## config.mk

```make
export PLATFORM = sky130hd
export DESIGN_NAME = texel_addr_gen
export DESIGN_NICKNAME = d
export VERILOG_FILES = /design/src/rtl/texaddr_pkg.sv /design/src/rtl/texaddr_fmt_dec.sv /design/src/rtl/texaddr_geom.sv /design/src/rtl/texaddr_pipe.sv /design/src/rtl/texel_addr_gen.sv
export SDC_FILE = /design/constraint.sdc
export NUM_CORES = 2
export LEC_CHECK = 0
export BUFFER_PORTS_ARGS = -buffer_cell sky130_fd_sc_hd__buf_2
export CORE_UTILIZATION = 37
export CTS_BUF_LIST = sky130_fd_sc_hd__clkbuf_2
export DETAILED_ROUTE_END_ITERATION = 10
export PLACE_DENSITY = 0.52
export SLEW_MARGIN = 20
export SYNTH_ARGS = -nofsm -noshare
export SYNTH_HDL_FRONTEND = slang
export SYNTH_SLANG_ARGS = --single-unit
```

## constraint.sdc

```tcl
create_clock -name clk -period 10.9 [get_ports clk]
set_input_delay 0.545 -clock clk [delete_from_list [all_inputs] [get_ports clk]]
set_output_delay 0.545 -clock clk [all_outputs]
set_load 0.05 [all_outputs]
```

## src/rtl/texaddr_pkg.sv

```systemverilog
// Shared definitions for the texel address generator.
// Assumes nothing beyond standard SystemVerilog packages.
package texaddr_pkg;

    // Storage layout selector
    typedef enum logic {
        LAY_PITCH = 1'b0,
        LAY_TILED = 1'b1
    } layout_e;

    // Width of the element-size field (up to 16 bytes per element)
    localparam int EB_W = 5;

    // Tile edge in texels for the tiled layout
    localparam int TILE_EDGE = 4;

endpackage

```

## src/rtl/texaddr_fmt_dec.sv

```systemverilog
// Element-size decoder.
// Maps a channel type code and a channel count to bytes per element.
// Flags an unknown code or an illegal count; elem_bytes is 0 in that case.
// Assumes element sizes are powers of two, so sizes are formed by shifting.
module texaddr_fmt_dec
    import texaddr_pkg::*;
(
    input  logic [7:0]      fmt_code,
    input  logic [2:0]      chan_cnt,
    output logic [EB_W-1:0] elem_bytes,
    output logic            bad
);

    logic [1:0] chan_lg;
    logic [1:0] cnt_lg;
    logic       fmt_bad;
    logic       cnt_bad;

    // Decode the per-channel byte size as a power-of-two exponent
    always_comb begin
        fmt_bad = 1'b0;
        case (fmt_code)
            8'h01, 8'h08:        chan_lg = 2'd0;
            8'h02, 8'h09, 8'h10: chan_lg = 2'd1;
            8'h03, 8'h0a, 8'h20: chan_lg = 2'd2;
            default: begin
                chan_lg = 2'd0;
                fmt_bad = 1'b1;
            end
        endcase
    end

    // Decode the channel count as a power-of-two exponent
    always_comb begin
        cnt_bad = 1'b0;
        case (chan_cnt)
            3'd1:    cnt_lg = 2'd0;
            3'd2:    cnt_lg = 2'd1;
            3'd4:    cnt_lg = 2'd2;
            default: begin
                cnt_lg = 2'd0;
                cnt_bad = 1'b1;
            end
        endcase
    end

    // Combine exponents into the element size
    always_comb begin
        bad        = fmt_bad | cnt_bad;
        elem_bytes = bad ? '0 : (EB_W'(1) << ({1'b0, chan_lg} + {1'b0, cnt_lg}));
    end

endmodule

```

## src/rtl/texaddr_geom.sv

```systemverilog
// Geometry register file.
// On cfg_load it captures the image description and derives the row stride
// (padded pitch, or tile-row span in the tiled layout) and the slice size.
// Between loads every derived value is held, so requests never pay for it.
// Assumes ALIGN_BYTES is a power of two.
module texaddr_geom
    import texaddr_pkg::*;
#(
    parameter int ADDR_W      = 32,
    parameter int DIM_W       = 12,
    parameter int ALIGN_BYTES = 64
)(
    input  logic              clk,
    input  logic              rst_n,
    input  logic              cfg_load,
    input  logic [ADDR_W-1:0] cfg_base,
    input  logic [DIM_W-1:0]  cfg_width,
    input  logic [DIM_W-1:0]  cfg_height,
    input  logic [DIM_W-1:0]  cfg_depth,
    input  logic [7:0]        cfg_fmt,
    input  logic [2:0]        cfg_chans,
    input  logic              cfg_layout,
    output logic [ADDR_W-1:0] base_q,
    output logic [DIM_W-1:0]  width_q,
    output logic [DIM_W-1:0]  height_q,
    output logic [DIM_W-1:0]  depth_q,
    output logic [EB_W-1:0]   eb_q,
    output logic              tiled_q,
    output logic [ADDR_W-1:0] stride_q,
    output logic [ADDR_W-1:0] slice_q,
    output logic              err_q
);

    localparam int ALIGN_LG = $clog2(ALIGN_BYTES);
    localparam logic [ADDR_W-1:0] AMASK = ADDR_W'(ALIGN_BYTES - 1);

    logic [EB_W-1:0]   eb_n;
    logic              fmt_bad;
    logic [ADDR_W-1:0] row_bytes;
    logic [ADDR_W-1:0] pitch;
    logic [DIM_W:0]    h_ceil4;
    logic [ADDR_W-1:0] stride_n;
    logic [ADDR_W-1:0] slice_n;
    logic              tiled_n;
    logic              err_n;

    texaddr_fmt_dec u_dec (
        .fmt_code   (cfg_fmt),
        .chan_cnt   (cfg_chans),
        .elem_bytes (eb_n),
        .bad        (fmt_bad)
    );

    // Unpadded row size in bytes
    always_comb row_bytes = ADDR_W'(cfg_width) * ADDR_W'(eb_n);

    // Pitch rounding; only built when an alignment is actually requested
    generate
        if (ALIGN_BYTES > 1) begin : g_pad
            always_comb pitch = (row_bytes + AMASK) & ~AMASK;
        end else begin : g_nopad
            always_comb pitch = row_bytes;
        end
    endgenerate

    // Layout-specific stride, slice size and configuration error
    always_comb begin
        tiled_n = (layout_e'(cfg_layout) == LAY_TILED);
        h_ceil4 = {1'b0, cfg_height} + (DIM_W+1)'(TILE_EDGE - 1);
        h_ceil4[1:0] = 2'b00;
        if (tiled_n) begin
            stride_n = row_bytes << 2;
            slice_n  = ADDR_W'(h_ceil4) * row_bytes;
        end else begin
            stride_n = pitch;
            slice_n  = ADDR_W'(cfg_height) * pitch;
        end
        err_n = fmt_bad | (tiled_n & (cfg_width[1:0] != 2'b00));
    end

    // Configuration registers, written only on the load strobe
    always_ff @(posedge clk) begin
        if (!rst_n) begin
            base_q   <= '0;
            width_q  <= '0;
            height_q <= '0;
            depth_q  <= '0;
            eb_q     <= '0;
            tiled_q  <= 1'b0;
            stride_q <= '0;
            slice_q  <= '0;
            err_q    <= 1'b1;
        end else if (cfg_load) begin
            base_q   <= cfg_base;
            width_q  <= cfg_width;
            height_q <= cfg_height;
            depth_q  <= cfg_depth;
            eb_q     <= eb_n;
            tiled_q  <= tiled_n;
            stride_q <= stride_n;
            slice_q  <= slice_n;
            err_q    <= err_n;
        end
    end

    // a valid configuration always holds a power-of-two element size
    a_r1_size_pow2: assert property (@(posedge clk) disable iff (!rst_n)
        !err_q |-> $onehot(eb_q));

    // the tiled layout is never accepted with a ragged width
    a_r6_tiled_width: assert property (@(posedge clk) disable iff (!rst_n)
        (!err_q && tiled_q) |-> (width_q[1:0] == 2'b00));

    generate
        if (ALIGN_BYTES > 1) begin : g_chk
            // pitch is aligned and pads by less than one alignment unit
            a_r3_pitch_aligned: assert property (@(posedge clk) disable iff (!rst_n)
                (!err_q && !tiled_q) |->
                    ((stride_q[ALIGN_LG-1:0] == '0) &&
                     ((stride_q - ADDR_W'(width_q) * ADDR_W'(eb_q)) < ADDR_W'(ALIGN_BYTES))));
        end
    endgenerate

endmodule

```

## src/rtl/texaddr_pipe.sv

```systemverilog
// Two-stage address datapath.
// Stage 1 forms the row, slice and column products and the range flag.
// Stage 2 adds them to the base, and forces 0 when the configuration is invalid.
// Both stages stall together under output backpressure; an empty stage
// always refills. Base and error are carried with the request, so a request
// keeps the configuration it was accepted under.
module texaddr_pipe
    import texaddr_pkg::*;
#(
    parameter int ADDR_W = 32,
    parameter int DIM_W  = 12
)(
    input  logic              clk,
    input  logic              rst_n,
    input  logic              req_valid,
    output logic              req_ready,
    input  logic [DIM_W-1:0]  req_x,
    input  logic [DIM_W-1:0]  req_y,
    input  logic [DIM_W-1:0]  req_z,
    input  logic [ADDR_W-1:0] base_q,
    input  logic [DIM_W-1:0]  width_q,
    input  logic [DIM_W-1:0]  height_q,
    input  logic [DIM_W-1:0]  depth_q,
    input  logic [EB_W-1:0]   eb_q,
    input  logic              tiled_q,
    input  logic [ADDR_W-1:0] stride_q,
    input  logic [ADDR_W-1:0] slice_q,
    input  logic              err_q,
    output logic              rsp_valid,
    input  logic              rsp_ready,
    output logic [ADDR_W-1:0] rsp_addr,
    output logic              rsp_oob,
    output logic              rsp_err
);

    localparam int XI_W = DIM_W + 2;

    logic              adv2;
    logic              adv1;
    logic              fire;
    logic [ADDR_W-1:0] y_term;
    logic [XI_W-1:0]   x_idx;
    logic              oob_n;

    logic              s1_valid;
    logic [ADDR_W-1:0] s1_row;
    logic [ADDR_W-1:0] s1_slice;
    logic [ADDR_W-1:0] s1_col;
    logic [ADDR_W-1:0] s1_base;
    logic              s1_oob;
    logic              s1_err;

    // Stage advance conditions
    always_comb begin
        adv2      = !rsp_valid || rsp_ready;
        adv1      = !s1_valid || adv2;
        req_ready = adv1;
        fire      = req_valid && adv1;
    end

    // Row term and column index, with low-bit interleave in the tiled layout
    always_comb begin
        if (tiled_q) begin
            y_term = ADDR_W'(req_y >> 2);
            x_idx  = {req_x[DIM_W-1:2], req_y[1], req_x[1], req_y[0], req_x[0]};
        end else begin
            y_term = ADDR_W'(req_y);
            x_idx  = XI_W'(req_x);
        end
        oob_n = (req_x >= width_q) || (req_y >= height_q) || (req_z >= depth_q);
    end

    // Stage 1: products
    always_ff @(posedge clk) begin
        if (!rst_n) begin
            s1_valid <= 1'b0;
            s1_row   <= '0;
            s1_slice <= '0;
            s1_col   <= '0;
            s1_base  <= '0;
            s1_oob   <= 1'b0;
            s1_err   <= 1'b0;
        end else if (adv1) begin
            s1_valid <= req_valid;
            if (req_valid) begin
                s1_row   <= y_term * stride_q;
                s1_slice <= ADDR_W'(req_z) * slice_q;
                s1_col   <= ADDR_W'(x_idx) * ADDR_W'(eb_q);
                s1_base  <= base_q;
                s1_oob   <= oob_n;
                s1_err   <= err_q;
            end
        end
    end

    // Stage 2: final sum
    always_ff @(posedge clk) begin
        if (!rst_n) begin
            rsp_valid <= 1'b0;
            rsp_addr  <= '0;
            rsp_oob   <= 1'b0;
            rsp_err   <= 1'b0;
        end else if (adv2) begin
            rsp_valid <= s1_valid;
            if (s1_valid) begin
                rsp_addr <= s1_err ? '0 : (s1_base + s1_row + s1_slice + s1_col);
                rsp_oob  <= s1_oob;
                rsp_err  <= s1_err;
            end
        end
    end

    // a stalled response stays put until taken
    a_r9_hold: assert property (@(posedge clk) disable iff (!rst_n)
        (rsp_valid && !rsp_ready) |=>
            (rsp_valid && $stable(rsp_addr) && $stable(rsp_oob) && $stable(rsp_err)));

    // the input is only refused under output backpressure
    a_r8_ready: assert property (@(posedge clk) disable iff (!rst_n)
        !req_ready |-> (rsp_valid && !rsp_ready));

    // an accepted request occupies stage 1 on the next cycle
    a_r8_fill: assert property (@(posedge clk) disable iff (!rst_n)
        fire |=> s1_valid);

endmodule

```

## src/rtl/texel_addr_gen.sv

```systemverilog
// Texel byte address generator, top level.
// Holds the geometry registers and the two-stage datapath.
// Assumes cfg_load is pulsed while no request is pending if strict
// ordering between old and new geometry is needed; a request that is
// already in flight keeps the base and error status it was accepted under.
module texel_addr_gen
    import texaddr_pkg::*;
#(
    parameter int ADDR_W      = 32,
    parameter int DIM_W       = 12,
    parameter int ALIGN_BYTES = 64
)(
    input  logic              clk,
    input  logic              rst_n,
    input  logic              cfg_load,
    input  logic [ADDR_W-1:0] cfg_base,
    input  logic [DIM_W-1:0]  cfg_width,
    input  logic [DIM_W-1:0]  cfg_height,
    input  logic [DIM_W-1:0]  cfg_depth,
    input  logic [7:0]        cfg_fmt,
    input  logic [2:0]        cfg_chans,
    input  logic              cfg_layout,
    input  logic              req_valid,
    output logic              req_ready,
    input  logic [DIM_W-1:0]  req_x,
    input  logic [DIM_W-1:0]  req_y,
    input  logic [DIM_W-1:0]  req_z,
    output logic              rsp_valid,
    input  logic              rsp_ready,
    output logic [ADDR_W-1:0] rsp_addr,
    output logic              rsp_oob,
    output logic              rsp_err
);

    logic [ADDR_W-1:0] base_q;
    logic [DIM_W-1:0]  width_q;
    logic [DIM_W-1:0]  height_q;
    logic [DIM_W-1:0]  depth_q;
    logic [EB_W-1:0]   eb_q;
    logic              tiled_q;
    logic [ADDR_W-1:0] stride_q;
    logic [ADDR_W-1:0] slice_q;
    logic              err_q;

    texaddr_geom #(
        .ADDR_W      (ADDR_W),
        .DIM_W       (DIM_W),
        .ALIGN_BYTES (ALIGN_BYTES)
    ) u_geom (
        .clk        (clk),
        .rst_n      (rst_n),
        .cfg_load   (cfg_load),
        .cfg_base   (cfg_base),
        .cfg_width  (cfg_width),
        .cfg_height (cfg_height),
        .cfg_depth  (cfg_depth),
        .cfg_fmt    (cfg_fmt),
        .cfg_chans  (cfg_chans),
        .cfg_layout (cfg_layout),
        .base_q     (base_q),
        .width_q    (width_q),
        .height_q   (height_q),
        .depth_q    (depth_q),
        .eb_q       (eb_q),
        .tiled_q    (tiled_q),
        .stride_q   (stride_q),
        .slice_q    (slice_q),
        .err_q      (err_q)
    );

    texaddr_pipe #(
        .ADDR_W (ADDR_W),
        .DIM_W  (DIM_W)
    ) u_pipe (
        .clk       (clk),
        .rst_n     (rst_n),
        .req_valid (req_valid),
        .req_ready (req_ready),
        .req_x     (req_x),
        .req_y     (req_y),
        .req_z     (req_z),
        .base_q    (base_q),
        .width_q   (width_q),
        .height_q  (height_q),
        .depth_q   (depth_q),
        .eb_q      (eb_q),
        .tiled_q   (tiled_q),
        .stride_q  (stride_q),
        .slice_q   (slice_q),
        .err_q     (err_q),
        .rsp_valid (rsp_valid),
        .rsp_ready (rsp_ready),
        .rsp_addr  (rsp_addr),
        .rsp_oob   (rsp_oob),
        .rsp_err   (rsp_err)
    );

    // an error response never carries an address
    a_r2_err_zero: assert property (@(posedge clk) disable iff (!rst_n)
        (rsp_valid && rsp_err) |-> (rsp_addr == '0));

endmodule

```

=== Word-level counts from Yosys, hierarchy flattened ===
Index checks and enable logic that the tools add are counted.

* Bits in registers: 292
* Bits in latches: 0
* Bits in writable memories: 0
* ROM bits: 0
* Bits of input ports: 121
* Output and inout port bits: 36
* Word-level logic and storage cells: 73
* Memories: 0

* Add/subtract/negate cells: 6
* Multiply operators: 6
* Div/mod/pow operators: 0
* Order comparisons: 3
* Eq/ne operators: 11
* Shift operators: 1
* Mux-type cells: 10
* Bitwise operators: 3
* Reduce and logical (&&, ||, !) cells: 13

{| class="wikitable"
|+ Operator list
! cell !! number
|-
| $mux W32 || 3
|-
| $add A32 B32 Y32 || 2
|-
| $mul A12 B32 Y32 || 2
|-
| $ge A12 B12 Y1 || 3
|-
| $add A32 B19 Y32 || 1
|-
| $mul A11 B17 Y28 || 1
|-
| $mul A12 B26 Y26 || 1
|-
| $eq A8 B4 Y1 const B || 3
|-
| $mul A14 B5 Y19 || 1
|-
| $add A17 B6 Y18 const B || 1
|-
| $mul A12 B5 Y17 || 1
|-
| $eq A8 B2 Y1 const B || 2
|-
| $mux W14 || 1
|-
| $add A12 B2 Y13 const B || 1
|-
| $mux W12 || 1
|-
| $reduce_or A3 Y1 || 3
|-
| $eq A8 B1 Y1 const B || 1
|-
| $eq A8 B5 Y1 const B || 1
|-
| $eq A8 B6 Y1 const B || 1
|-
| $pmux W2 S2 || 2
|-
| $reduce_or A8 Y1 || 1
|-
| $mux W5 || 1
|-
| $shl A1 B3 Y5 const A || 1
|-
| $logic_or A1 B1 Y1 || 4
|-
| other kinds (10) || 14
|}

=== Logic depth before layout (Yosys ltp) ===
* Depth after elaboration: 10
* Mapped depth: 50
* Mapped depth without buffers: 46

=== Hierarchy ===
Synthesis repeated with hierarchy kept, for this count alone.

* Cells, all modules: 5467
* Area, all modules: 46732.3 µm²

{| class="wikitable"
|+ By module, submodules not included
! module !! times used !! cells each !! area each (µm²) !! sequential area each (µm²)
|-
| texaddr_pipe || 1 || 3437 || 29226.8 || 3062.9
|-
| texaddr_geom || 1 || 1995 || 17247.8 || 2402.3
|-
| texaddr_fmt_dec || 1 || 35 || 257.7 || 0.0
|}

=== Worst setup path before layout ===
OpenSTA, ideal clock, no wires.

* Path kind: input to register
* Start: in cfg_fmt[1]
* End: reg u_geom.slice_q[29]
* Library setup time: 0.086 ns
* Data arrival time: 11.274 ns
* Required time: 10.814 ns
* Slack: -0.459 ns
* Stages: 45
* Buffers on the path: 3
* Path through: buf_6 -> xnor2_1 -> nor3_1 -> a31oi_1 -> nor3_1 -> ha_1 -> fa_1 -> or2_2 -> inv_1 -> nand2_1 -> nor2_1 -> clkbuf_1 -> nand2_1 -> fa_1 -> fa_1 -> fa_1 -> inv_1 -> ha_1 -> [9 not listed] -> fa_1 -> fa_1 -> fa_1 -> inv_1 -> fa_1 -> inv_1 -> fa_1 -> inv_1 -> ha_1 -> or3_1 -> nand3b_1 -> o221a_2 -> a31o_2 -> a41o_1 -> o41a_1 -> xor2_1 -> o221ai_1 -> a211oi_1

* Longest elaborated chain between the ends: 10
* Elaborated cells on any way between the ends: 22
* Those cells by class: add/sub (2); mul (3); eq/ne (8); shift (1); mux (4); bitwise (1); reduce/logical (3)

{| class="wikitable"
|+ RTL lines
! element !! RTL line !! text
|-
| start, declared || texel_addr_gen.sv:20 || <nowiki>input logic [7:0] cfg_fmt,</nowiki>
|-
| $eq A8 B2 Y1, or another cell as far along || texaddr_fmt_dec.sv:22 || <nowiki>case (fmt_code)</nowiki>
|-
| $reduce_or A3 Y1 || n/a ||
|-
| $pmux W2 S2 || texaddr_fmt_dec.sv:22 ||
|-
| $add A2 B2 Y3 || texaddr_fmt_dec.sv:50 || <nowiki>elem_bytes = bad ? '0 : (EB_W'(1) << ({1'b0, chan_lg} + {1'b0, cnt_lg}));</nowiki>
|-
| $shl A1 B3 Y5 || texaddr_fmt_dec.sv:50 ||
|-
| $mux W5 * || texaddr_fmt_dec.sv:50 ||
|-
| $mul A12 B5 Y17 * || texaddr_geom.sv:55 || <nowiki>always_comb row_bytes = ADDR_W'(cfg_width) * ADDR_W'(eb_n);</nowiki>
|-
| $add A17 B6 Y18 || texaddr_geom.sv:60 || <nowiki>always_comb pitch = (row_bytes + AMASK) & ~AMASK;</nowiki>
|-
| $mul A12 B26 Y26 || texaddr_geom.sv:76 || <nowiki>slice_n = ADDR_W'(cfg_height) * pitch;</nowiki>
|-
| $mux W32 * || texaddr_geom.sv:71 || <nowiki>if (tiled_n) begin</nowiki>
|-
| end signal, assigned || texaddr_geom.sv:101 || <nowiki>slice_q <= slice_n;</nowiki>
|-
| end, declared || texaddr_geom.sv:30 || <nowiki>output logic [ADDR_W-1:0] slice_q,</nowiki>
|}

Mark *: on every way between the ends. The rest lies on a longest branch, timed or not.
A chain may end at the register's enable or synchronous reset.

=== Worst setup path in the final report ===
* Start: in cfg_fmt[2]
* End: reg u_geom.slice_q[29]

Same word-level chain as after synthesis.

==> results by group <==
Synth
  – Syn_nets: 6179
  – EDFF count, synth: 0
  – Yosys top cell by area: fa_1
  – Syn Area/Cell: 8.628 sq um
  – Yosys top cell area share: 0.3367
  – #FFs+latches synth: ~270
  – Sequential area share after synthesis: 0.1269
  – Synth Instances: slightly below 5k
  – Yosys synthesis warning count: 0
  – Ranking of synthesized cells by area: fa_1 (34%), dfxtp_1 (13%), ha_1 (11%), nand2_1 (7.3%), inv_1 (6.4%)
  – Prevailing post-synth register cell: dfxtp_1
  – Netlist cell types: 86
  – Cell area after synthesis: ~43000 sq um
  – Async SR Flop Fraction: 0

Final layout
  – FILL cells: 11.69k
  – Most frequent cells in the layout: nand2_1 (835), inv_1 (730), fa_1 (718)
  – Commonest non-fill, non-tap cell in the layout: nand2_1
  – # nets final: 6487
  – Growth of design area from synthesis to finish: 12.56%
  – Share of cells above drive strength 1: 0.1023
  – Post-Layout Cell Count: slightly below 7k

Drt
  – Wire length per cell: 18.80 microns
  – # DRC: 64
  – Via density per instance: slightly above 5
  – Post-route ant nets: 0
  – DRT iter0 DRCs: approximately 2.3k
  – Via count: 34.51k
  – DRT Pass-1 Iters: 8
  – Final wirelength: roughly 130000 microns

Placement
  – Setup Slack @ Placement: -0.4950 ns
  – Placed cells: 6571
  – Routability cong.: 0.8713
  – Hpwl dp: 100700 microns
  – I/O Buffers: 156

Clock network
  – Clk_lat worst skew: 1.28 ns
  – TritonCTS clock tree: yes
  – Reg clk slew, reported paths: roughly 0.080 ns
  – CTS root buf: clkbuf_2
  – Total CTS buffers: 77
  – Sink Count: between 200 and 300
  – H-tree Lvls: 3
  – Max Root-Sink Buffers: 3

Power and ir drop
  – Leakage: about 23 nW
  – Tot Pwr: 0.003268 W
  – Max VDD drop: 67.09 uV
  – Cell Pwr Density: 67.90 nW/um^2

Die
  – Core ar.: between 100000 and 150000 sq um
  – Chip height: 341.9 microns
  – # IOs: 157
  – Initial Util: 0.3734
  – Row cnt: around 120
  – Die area: 116900 sq um
  – Die X: 341.9 microns

Timing
  – Fin. max-slew vios: 0
  – Fin crit period: 10.57 ns
  – Hold Slack: about 0.11 ns
  – Worst slew pin tran: roughly 1.1 ns
  – Max frequency: around 0.095 GHz
  – Relative slew slack: 0.2797
  – Count of final hold-check violations: 0
  – RSZ-0062 raised after global routing: no
  – Final Cycle Share: 0.9698
  – Final setup fails: 0
  – Final Skew: 0.09154 ns
  – Setup TNS: 0 ns
  – Final worst slack: approximately 0.33 ns

Worst setup path
  – R2r endpoint: u_pipe.s1_row[31]
  – Most used cell along the critical path: fa_1
  – Critical path endpoint category: flip-flop
  – Worst-case reg-to-reg path depth: 23
  – CP Max Fanout: 7
  – Flop2flop setup slack: about 3.7 ns
  – Setup CP Type: in2reg
  – Max stage delay cell, worst path: dlygate4sd3_1
  – Startpoint types: primary input
  – Critical R2R Launch: u_geom.tiled_q
  – Worst EP required: 12.04 ns
  – Crit path DAT: 11.71 ns
  – Slowest stage delay, CP: between 0.5 and 0.6 ns

Run status
  – Status: finished with violations
  – Failing checks: design-rule violations

Hold path
  – Hold Crit Depth: 6
  – Hold Path Sink: u_geom.err_q
  – Worst hold start: cfg_fmt[3]
  – Hold Path Class: in2reg

Global route
  – Global Route Usage Sum: 0.2258
  – Gr ovfl total: 0
  – Largest net degree at the start of global routing: 85
  – Vias in the first global route: 36.20k
  – First-pass GRT wire length: ~200000 microns
  – Initial antenna violation count: 12

Flow run
  – Max-cap violations: 0
==> what timing repair did <==
action / 4_1_cts / 5_1_grt
hold buffers: 123 / 0
resized for setup: 0 / 14
buffers inserted: 0 / 3
endpoints found under the setup margin: 0 / 10
endpoints found under the hold margin: 180 / 0
==> cells by family (layout without fill, tap and decap cells) <==
kind of cell,count (synthesis),in the layout,synth area share
simple gates,1704,1704,0.1838
mux,108,108,0.02581
compound gates,639,639,0.09643
buf+inv,975,1329,0.08610
flops,271,271,0.1269
xor+xnor,155,155,0.03193
fa+ha+maj,1103,1103,0.4490
other cells,0,8,0
==> cells in the mapped netlist, drive strengths merged (7+ instances only) <==
| cell type | number |
|---|---|
| nand2 | 836 |
| inv | 731 |
| fa | 719 |
| ha | 384 |
| dfxtp | 271 |
| nor2 | 267 |
| and2 | 242 |
| clkbuf | 217 |
| a21oi | 213 |
| o21ai | 105 |
| xnor2 | 101 |
| mux2i | 90 |
| nor2b | 86 |
| a21o | 67 |
| nand3 | 60 |
| nor3 | 56 |
| xor2 | 54 |
| nand2b | 44 |
| a211oi | 40 |
| o21a | 37 |
| and3 | 30 |
| buf | 26 |
| a31oi | 25 |
| a22oi | 21 |
| o21bai | 21 |
| mux2 | 18 |
| o211ai | 17 |
| or3 | 16 |
| nand4 | 12 |
| or2 | 12 |
| o22ai | 10 |
| nor3b | 9 |
| o31ai | 9 |
| nand3b | 8 |
| nor4 | 8 |
| a211o | 7 |
==> sequential cells by signal (all words and copies together) (netlist names), 5 cells and up <==
name	cells
u_geom.base_q	32
u_pipe.rsp_addr	32
u_pipe.s1_base	32
u_geom.slice_q	30
u_pipe.s1_row	30
u_pipe.s1_slice	30
u_pipe.s1_col	19
u_geom.stride_q	17
u_geom.depth_q	12
u_geom.height_q	12
u_geom.width_q	12
u_geom.eb_q	5
==> report_power, final <==
part           internal (W)  switching (W)
registers           0.00106      0.0000844
logic              0.000517       0.000830
clock network      0.000281       0.000500
==> through the flow <==
stage / cell area [sq um] / utilization
after floorplan: 42910 / -
after global placement: 46140 / 0.4029
after detailed placement: 46140 / 0.4029
after CTS: 48020 / 0.4194
after global routing: 48120 / 0.4203
final: 48120 / 0.4203
==> worst max-delay path: cells and delay by family <==
family / cells / cell delay, ns
fa+ha+maj: 12 / 4.86
compound gates: 11 / 2.51
buf+inv: 9 / 1.30
xor+xnor: 2 / 0.46
simple gates: 9 / 2.03
==> per-layer routing <==
| metal | wire [microns] | vias up | GRT usage |
|---|---|---|---|
| met5 | 41 | - | 0 |
| met4 | 4304 | 6 | 0.07810 |
| met3 | 6979 | 210 | 0.03501 |
| met2 | 59210 | 853 | 0.3708 |
| met1 | 57860 | 17150 | 0.3015 |
| li1 | - | 16290 | - |
==> how the worst max path moves through the flow <==
stage	startpoint	endpoint	slack [ns]	cells after the start
2_1_floorplan	cfg_fmt[2]	u_geom.slice_q[29]	0.04	41
3_3_place_gp	cfg_fmt[2]	u_geom.slice_q[29]	-0.40	41
3_5_place_dp	cfg_fmt[2]	u_geom.slice_q[29]	-0.49	42
4_1_cts	cfg_fmt[2]	u_geom.slice_q[29]	0.03	44
5_1_grt	cfg_fmt[2]	u_geom.slice_q[29]	0.05	44
6_report	cfg_fmt[2]	u_geom.slice_q[29]	0.33	43
==> layout make-up <==
type	count	area, sq um	share of cell area
diodes	8	20.02	0.0004160
clock buffers	102	510.5	0.01061
clock inverters	23	140.1	0.002912
inverters	732	2755	0.05725
multi-input cells	3709	33850	0.7034
flip-flops and latches	271	5425	0.1127
well taps	1512	1892	0.03931
repair buffers	472	3531	0.07337
(Power assumes the default switching activity.)
